## src/rtl/rcm_pkg.sv

```systemverilog
package rcm_pkg;
   typedef enum logic [1:0] {
      MON_OFF = 2'd0,
      MON_RST = 2'd1,
      MON_IRQ = 2'd2,
      MON_BAD = 2'd3
   } mon_mode_e;

   localparam int SRC_NUM = 3;
   localparam int SRC_POR = 0;
   localparam int SRC_EXT = 1;
   localparam int SRC_WDT = 2;
endpackage

```

## src/rtl/rcm_flag.sv

```systemverilog
module rcm_flag #(
   parameter bit CLR_ON_POR = 1'b1
) (
   input  logic clk,
   input  logic rst_n,
   input  logic set_i,
   input  logic por_i,
   input  logic sw_clr_i,
   output logic q_o
);
   logic clr;

   generate
      if (CLR_ON_POR) begin : g_por_clr
         assign clr = sw_clr_i | por_i;
      end else begin : g_sw_clr
         logic unused_por;
         assign unused_por = por_i;
         assign clr = sw_clr_i;
      end
   endgenerate

   always_ff @(posedge clk or negedge rst_n) begin
      if (!rst_n)     q_o <= 1'b0;
      else if (set_i) q_o <= 1'b1;
      else if (clr)   q_o <= 1'b0;
   end
endmodule

```

## src/rtl/rcm_lvm.sv

```systemverilog
module rcm_lvm
   import rcm_pkg::*;
#(
   parameter int DW       = 8,
   parameter int CODE_W   = 3,
   parameter int IEN_BIT  = 3,
   parameter int FLAG_BIT = 7,
   parameter int RST_LO   = 1,
   parameter int RST_HI   = 2,
   parameter int IRQ_LO   = 3,
   parameter int IRQ_HI   = 4
) (
   input  logic              clk,
   input  logic              rst_n,
   input  logic              wr_i,
   input  logic [DW-1:0]     wdata_i,
   input  logic              trip_i,
   output logic [CODE_W-1:0] code_o,
   output logic              ien_o,
   output logic              flag_o,
   output logic              por_trip_o,
   output logic              por_req_o
);
   localparam int MAX_CODE = IRQ_HI;

   logic [CODE_W-1:0] wr_code;
   logic              code_ok;
   mon_mode_e         mode;
   logic              flag_set;
   logic              flag_clr;

   if (RST_LO < 1 || RST_HI < RST_LO || IRQ_LO <= RST_HI || IRQ_HI < IRQ_LO) begin : g_bad_range
      $error("rcm_lvm: code ranges must be ordered and exclude zero");
   end
   if (MAX_CODE >= (1 << CODE_W)) begin : g_bad_code_w
      $error("rcm_lvm: code field too narrow");
   end

   assign wr_code = wdata_i[CODE_W-1:0];
   assign code_ok = 32'(wr_code) <= MAX_CODE;

   always_comb begin
      if (32'(code_o) == 0)
         mode = MON_OFF;
      else if (32'(code_o) >= RST_LO && 32'(code_o) <= RST_HI)
         mode = MON_RST;
      else if (32'(code_o) >= IRQ_LO && 32'(code_o) <= IRQ_HI)
         mode = MON_IRQ;
      else
         mode = MON_BAD;
   end

   assign por_trip_o = trip_i && (mode == MON_RST);
   assign flag_set   = trip_i && (mode == MON_IRQ);
   assign flag_clr   = wr_i && !wdata_i[FLAG_BIT];

   always_ff @(posedge clk or negedge rst_n) begin
      if (!rst_n) begin
         code_o    <= '0;
         ien_o     <= 1'b0;
         por_req_o <= 1'b0;
      end else begin
         por_req_o <= por_trip_o;
         if (wr_i) begin
            ien_o <= wdata_i[IEN_BIT];
            if (code_ok) code_o <= wr_code;
         end
      end
   end

   rcm_flag #(.CLR_ON_POR(1'b0)) u_mflag (
      .clk     (clk),
      .rst_n   (rst_n),
      .set_i   (flag_set),
      .por_i   (1'b0),
      .sw_clr_i(flag_clr),
      .q_o     (flag_o)
   );
endmodule

```

## src/rtl/rcm_top.sv

```systemverilog
module rcm_top
   import rcm_pkg::*;
#(
   parameter int DW       = 8,
   parameter int POR_BIT  = 0,
   parameter int EXT_BIT  = 1,
   parameter int WDT_BIT  = 3,
   parameter int CODE_W   = 3,
   parameter int IEN_BIT  = 3,
   parameter int FLAG_BIT = 7
) (
   input  logic          clk,
   input  logic          rst_n,
   input  logic          por_evt,
   input  logic          ext_evt,
   input  logic          wdt_evt,
   input  logic          lvm_trip,
   input  logic          reg_sel,
   input  logic          wr_en,
   input  logic [DW-1:0] wr_data,
   output logic [DW-1:0] rd_data,
   output logic          por_req,
   output logic          lvm_flag,
   output logic          lvm_irq
);
   localparam int SRC_BITS [SRC_NUM] = '{POR_BIT, EXT_BIT, WDT_BIT};

   if (DW < 8) begin : g_bad_dw
      $error("rcm_top: data width below 8");
   end
   if (IEN_BIT < CODE_W || FLAG_BIT <= IEN_BIT || FLAG_BIT >= DW) begin : g_bad_ctrl
      $error("rcm_top: control fields overlap");
   end

   logic [SRC_NUM-1:0] src_set;
   logic [SRC_NUM-1:0] src_q;
   logic               wr_stat;
   logic               wr_ctrl;
   logic               por_trip;
   logic               por_any;
   logic [CODE_W-1:0]  mon_code;
   logic               mon_ien;
   logic [DW-1:0]      status_byte;
   logic [DW-1:0]      ctrl_byte;

   assign wr_stat = wr_en && !reg_sel;
   assign wr_ctrl = wr_en &&  reg_sel;
   assign por_any = por_evt || por_trip;

   assign src_set[SRC_POR] = por_any;
   assign src_set[SRC_EXT] = ext_evt;
   assign src_set[SRC_WDT] = wdt_evt;

   for (genvar i = 0; i < SRC_NUM; i++) begin : g_src
      rcm_flag #(.CLR_ON_POR(i != SRC_POR)) u_flag (
         .clk     (clk),
         .rst_n   (rst_n),
         .set_i   (src_set[i]),
         .por_i   (por_any),
         .sw_clr_i(wr_stat && !wr_data[SRC_BITS[i]]),
         .q_o     (src_q[i])
      );
   end

   rcm_lvm #(
      .DW      (DW),
      .CODE_W  (CODE_W),
      .IEN_BIT (IEN_BIT),
      .FLAG_BIT(FLAG_BIT)
   ) u_lvm (
      .clk       (clk),
      .rst_n     (rst_n),
      .wr_i      (wr_ctrl),
      .wdata_i   (wr_data),
      .trip_i    (lvm_trip),
      .code_o    (mon_code),
      .ien_o     (mon_ien),
      .flag_o    (lvm_flag),
      .por_trip_o(por_trip),
      .por_req_o (por_req)
   );

   always_comb begin
      status_byte = '0;
      for (int i = 0; i < SRC_NUM; i++) status_byte[SRC_BITS[i]] = src_q[i];
      ctrl_byte                = '0;
      ctrl_byte[CODE_W-1:0]    = mon_code;
      ctrl_byte[IEN_BIT]       = mon_ien;
      ctrl_byte[FLAG_BIT]      = lvm_flag;
   end

   assign rd_data = reg_sel ? ctrl_byte : status_byte;
   assign lvm_irq = lvm_flag && mon_ien;
endmodule

```

## config.mk

```make
export PLATFORM = sky130hd
export DESIGN_NAME = rcm_top
export DESIGN_NICKNAME = d
export VERILOG_FILES = /design/src/rtl/rcm_pkg.sv /design/src/rtl/rcm_flag.sv /design/src/rtl/rcm_lvm.sv /design/src/rtl/rcm_top.sv
export SDC_FILE = /design/constraint.sdc
export NUM_CORES = 1
export LEC_CHECK = 0
export ABC_AREA = 0
export BUFFER_PORTS_ARGS = -buffer_cell sky130_fd_sc_hd__buf_2
export CAP_MARGIN = 10
export CORE_AREA = 2 2 39 41
export CTS_BUF_LIST = sky130_fd_sc_hd__clkbuf_16
export CTS_CLUSTER_DIAMETER = 60
export DETAILED_ROUTE_END_ITERATION = 10
export DIE_AREA = 0 0 41 43
export GPL_TIMING_DRIVEN = 0
export PLACE_DENSITY_LB_ADDON = 0.2
export SYNTH_ARGS = -nofsm -noshare
export SYNTH_HDL_FRONTEND = slang
export SYNTH_HIERARCHICAL = 1
export SYNTH_SLANG_ARGS = --single-unit
```

## constraint.sdc

```tcl
create_clock -name clk -period 1.8 [get_ports clk]
set_input_delay 0.18 -clock clk [delete_from_list [all_inputs] [get_ports clk]]
set_output_delay 0.18 -clock clk [all_outputs]
set_load 0.005 [all_outputs]
```

# Word level (Yosys, flattened, before mapping)
# Index checks and enable logic that the tools add are counted.
[word_totals] reg_bits=9 output_inout_bits=11
[classes] magnitude_cmp=5 eq_ne=2 mux=12 bitwise_logic=2 n_reduce_logical=23
[op_table] operator="$logic_and 1x1->1" count=11
[op_table] operator="$mux 1" count=9
[op_table] operator="$mux 8" count=1
[op_table] operator="$reduce_bool 2->1" count=4
[op_table] operator="$le 3x3->1 const B" count=2
[op_table] operator="$logic_not 1->1" count=5
[op_table] operator="$mux 2" count=2
[op_table] operator="$ge 3x1->1 const B" count=1
[op_table] operator="$ge 3x2->1 const B" count=1
[op_table] operator="$le 3x2->1 const B" count=1
[op_table] operator="$logic_not 3->1" count=1
[op_table] operator="$eq 2x1->1 const B" count=1
[op_table] operator="$eq 2x2->1 const B" count=1
[op_table] operator="$or 1x1->1" count=2
[op_table] operator="$reduce_and 2->1" count=1
[op_table] operator="$logic_or 1x1->1" count=1

# Longest topological paths before layout
[logic_depth] ltp_word=11 mapped_depth=5 mapped_depth_nobuf=5

# Cells and area by module
# The synthesis kept the hierarchy.
[modules_own_cells] mod="rcm_lvm" n_inst=1 cells_per_inst=23 area_per_inst_um2=250.2 seq_area_each_um2=125.1
[modules_own_cells] mod="rcm_flag" n_inst=4 cells_per_inst=3 area_per_inst_um2=36.3 seq_area_each_um2=25.0
[modules_own_cells] mod="rcm_top" n_inst=1 cells_per_inst=16 area_per_inst_um2=140.1 seq_area_each_um2=0.0

# Least setup slack after synthesis
# No wires, ideal clock.
[synth_path] path_kind="reg2reg" startpoint="register u_lvm.code_o[1]" endpoint="register g_src[1].u_flag.q_o" setup_ps=64 arrival_ps=1236 t_required_ps=1736 path_slack_ps=501 path_stages_with_launch=6 path_buffers=0 path_cell_list="dfrtp_1 > xor2_1 > and3_1 > or2_2 > nor2_1 > a21o_1"
[synth_via] elab_chain_cells=10
[synth_rtl] element="from (decl)" line_no="rcm_lvm.sv:18" text="output logic [CODE_W-1:0] code_o,"
[synth_rtl] element="from (signal assigned)" line_no="rcm_lvm.sv:66" text="if (code_ok) code_o <= wr_code;"
[synth_rtl] element="$ge 3x2->1 or $le 3x3->1 (tied branches)" line_no="rcm_lvm.sv:47" text="else if (32'(code_o) >= IRQ_LO && 32'(code_o) <= IRQ_HI)"
[synth_rtl] element="$logic_and 1x1->1" line_no="rcm_lvm.sv:47"
[synth_rtl] element="$mux 1" line_no="rcm_lvm.sv:47"
[synth_rtl] element="$mux 2" line_no="rcm_lvm.sv:45" text="else if (32'(code_o) >= RST_LO && 32'(code_o) <= RST_HI)"
[synth_rtl] element="$mux 2 (*)" line_no="rcm_lvm.sv:43" text="if (32'(code_o) == 0)"
[synth_rtl] element="$eq 2x1->1 (*)" line_no="rcm_lvm.sv:53" text="assign por_trip_o = trip_i && (mode == MON_RST);"
[synth_rtl] element="$logic_and 1x1->1 (*)" line_no="rcm_lvm.sv:53"
[synth_rtl] element="via por_trip" line_no="rcm_top.sv:39" text="logic por_trip;"
[synth_rtl] element="$logic_or 1x1->1 (*)" line_no="rcm_top.sv:48" text="assign por_any = por_evt || por_trip;"
[synth_rtl] element="via por_any" line_no="rcm_top.sv:40" text="logic por_any;"
[synth_rtl] element="$or 1x1->1 (*)" line_no="rcm_flag.sv:15" text="assign clr = sw_clr_i | por_i;"
[synth_rtl] element="$reduce_bool 2->1 (no source line) (*)"
[synth_rtl] element="to (signal assigned)" line_no="rcm_flag.sv:24" text="if (!rst_n) q_o <= 1'b0;"
[synth_rtl] element="to (signal assigned)" line_no="rcm_flag.sv:25" text="else if (set_i) q_o <= 1'b1;"
[synth_rtl] element="to (signal assigned)" line_no="rcm_flag.sv:26" text="else if (clr) q_o <= 1'b0;"
[synth_rtl] element="to (decl)" line_no="rcm_flag.sv:9" text="output logic q_o"
# Mark *: on every way through the listed nets, which the timed path passes. The rest lies on a longest branch.
# A chain may end at the register's enable or synchronous reset.

# Final worst setup path
[layout_path] startpoint="register u_lvm.code_o[1]" endpoint="register g_src[2].u_flag.q_o"
[layout_via] elab_chain_cells=10
[layout_rtl] element="$ge 3x2->1 or $le 3x3->1 (tied branches)" line_no="rcm_lvm.sv:47"
[layout_rtl] element="$logic_and 1x1->1" line_no="rcm_lvm.sv:47"
[layout_rtl] element="$mux 1" line_no="rcm_lvm.sv:47"
[layout_rtl] element="$mux 2" line_no="rcm_lvm.sv:45"
[layout_rtl] element="$mux 2 (*)" line_no="rcm_lvm.sv:43"
[layout_rtl] element="$eq 2x1->1 (*)" line_no="rcm_lvm.sv:53"
[layout_rtl] element="$logic_and 1x1->1 (*)" line_no="rcm_lvm.sv:53"
[layout_rtl] element="via por_trip" line_no="rcm_top.sv:39"
[layout_rtl] element="$logic_or 1x1->1 (*)" line_no="rcm_top.sv:48"
[layout_rtl] element="via por_any" line_no="rcm_top.sv:40"
[layout_rtl] element="$or 1x1->1 (*)" line_no="rcm_flag.sv:15"
[layout_rtl] element="$reduce_bool 2->1 (no source line) (*)"
[layout_rtl] element="to (signal assigned)" line_no="rcm_flag.sv:24"
[layout_rtl] element="to (signal assigned)" line_no="rcm_flag.sv:25"
[layout_rtl] element="to (signal assigned)" line_no="rcm_flag.sv:26"
[layout_rtl] element="to (decl)" line_no="rcm_flag.sv:9"
# Marked as above.

==> metrics <==
input/output buffers 19; DR WL/cell 10.6 um; fmax 717 MHz; peak supply drop 536 uV; Reg2Reg Depth 5; routability cong. 0.706; clock root cell clkbuf_16; CTS tree yes; top-level I/O count 27; Overflow after GRT 0; Min-Delay Path Class in2reg; Crit Path Max Fanout 5; first-pass GRT wire length 1.53 mm; core area 0.00138 mm^2; DR vias/cell 4.55; R2R Path End g_src[2].u_flag/q_o$_DFFE_PN0P_; max cap viols 0; row count 14; Cells after Synth 50; Initial Utilization 38.4%; hold depth 2; Sink Count 9; P&R area growth vs syn 39.8%; synth warn 6; Clk pin slew, worst setup/hold paths 0.04 ns; hpwl dp 747 um; Slew Viols, Final 0; met2 GRT Util 20.0%; Power per Cell Area 1070 mW/mm^2; die height 43 um; worst reg2reg setup slack 0.40 ns; Final Critical Period 1.40 ns; Final #Nets 93; WS Path Type reg2reg; RR Startpoint u_lvm/code_o[1]$_DFFE_PN0P_; Worst-Skew Late Latency 0.23 ns; Avg Inst Size Synth 10.6 um^2; Leak Pwr 0.379 nW; vias in the first global route 376; Die Area 0.00176 mm^2; vias 419; hold wc startpoint ext_evt; dpl ws 0.406 ns; depth of the CTS H-tree 1; Post-CTS Hold Buffers 1; Clock Skews 0.000882 ns; Clock Path Buffers 2; Crit path required time 1.97 ns; Worst setup EP type flop; met1 usage 15.8%; share of post-route cells with drive strength above 1 46.1%; Worst EP arrival 1.56 ns; die width 41 um; Fin Setup TNS 0 ns; Antenna Cells 0; drt drc 0; Routed WL 979 um; final setup vio count 0; Pre-Repair DR Iteration Count 2; final worst slack 0.405 ns; antenna violations before repair 0; largest net degree at the start of global routing 10; GRT Max-Usage Layer met2; RSZ-0062 raised after global routing no; status finished clean; Num CTS Buffers 3; endpoints failing hold 0; Tcrit/Tclk final 77.5%; all-layer global routing usage 13.5%; Iteration-0 DRC Markers 3; Post-CTS Setup Bufs 0; # resized after CTS 0; post-route ant nets 0; hold worst-path end g_src[1].u_flag/q_o$_DFFE_PN0P_; Setup crit start kind flop; Post-Syn Area 532 um^2; met3 Usage GRT 4.71%
per-stage QoR:
| step | hold slack [ns] | power [W] | area (um^2) | utilization, % | instances |
|---|---|---|---|---|---|
| 2_1_floorplan | -0.116 | 0.000356 | 539 | - | 52 |
| 3_3_place_gp | 0.0481 | 0.000418 | 654 | 47.3 | 87 |
| 3_5_place_dp | 0.0463 | 0.000421 | 654 | 47.3 | 87 |
| 4_1_cts | 0.125 | 0.000807 | 743 | 53.7 | 92 |
| 5_1_grt | 0.132 | 0.000838 | 743 | 53.7 | 92 |
| 6_report | 0.127 | 0.000794 | 743 | 53.7 | 92 |
registers in the layout, indices dropped and copies added (netlist names):
register / flops
u_lvm/ien_o: 1
u_lvm/por_req_o: 1
u_lvm/code_o: 3
u_lvm/u_mflag/q_o: 1
g_src.u_flag/q_o: 3
cell type report:
class                           count  area (um^2)
Fill cell                         133          641
Multi-Input combinational cell     36          269
Sequential cell                     9          225
Timing Repair Buffer               20          105
Clock buffer                        3         75.1
Buffer                              4         33.8
Tap cell                           16         20.0
Inverter                            3         11.3
Clock inverter                      1         3.75
critical path, stage by stage, from the launching register on:
cell and delay [ns]:
dfrtp_1 0.42, xor2_1 0.17, and3_1 0.19, or2_2 0.33, nor2_1 0.11, a21o_1 0.12
cell usage in the layout (no fill, tap or decap):
master / n
mux2_2: 1
clkbuf_16: 3
and3_1: 1
nor2_1: 2
buf_6: 1
or3b_1: 2
and2_2: 3
and2_1: 1
dlygate4sd3_1: 1
a2bb2oi_1: 2
a21o_1: 4
mux2_4: 3
inv_1: 4
dfrtp_1: 9
buf_4: 3
buf_2: 19
a21oi_2: 1
nand3b_1: 1
nor3b_1: 3
nand2_1: 2
nor2b_1: 4
conb_1: 3
or2_2: 1
xor2_1: 1
a21boi_0: 1
report_power, final:
part / switching, W / internal, W / leakage, nW
registers: 0.0000263 / 0.000236 / 0.103
clock network: 0.0000867 / 0.000289 / 0.0423
logic: 0.0000583 / 0.0000979 / 0.233
how the worst max path moves through the flow:
stage / depth (start not counted) / slack (ns) / startpoint / to
2_1_floorplan: 5 / 0.50 / u_lvm/code_o[1]$_DFFE_PN0P_ / g_src[1].u_flag/q_o$_DFFE_PN0P_
3_3_place_gp: 5 / 0.41 / u_lvm/code_o[1]$_DFFE_PN0P_ / g_src[2].u_flag/q_o$_DFFE_PN0P_
3_5_place_dp: 5 / 0.41 / u_lvm/code_o[1]$_DFFE_PN0P_ / g_src[1].u_flag/q_o$_DFFE_PN0P_
4_1_cts: 5 / 0.40 / u_lvm/code_o[1]$_DFFE_PN0P_ / g_src[1].u_flag/q_o$_DFFE_PN0P_
5_1_grt: 5 / 0.34 / u_lvm/code_o[1]$_DFFE_PN0P_ / g_src[2].u_flag/q_o$_DFFE_PN0P_
6_report: 5 / 0.40 / u_lvm/code_o[1]$_DFFE_PN0P_ / g_src[2].u_flag/q_o$_DFFE_PN0P_
per-layer routing:
metal  up-vias  wire length (um)  share of wire (%)
li1        215                 -                  -
met1       193               439                 45
met2         9               484                 49
met3         2                44                4.5
met4         0                10                1.0
met5         -                 0                  0
No activity file was read; power rests on OpenSTA's default activity.
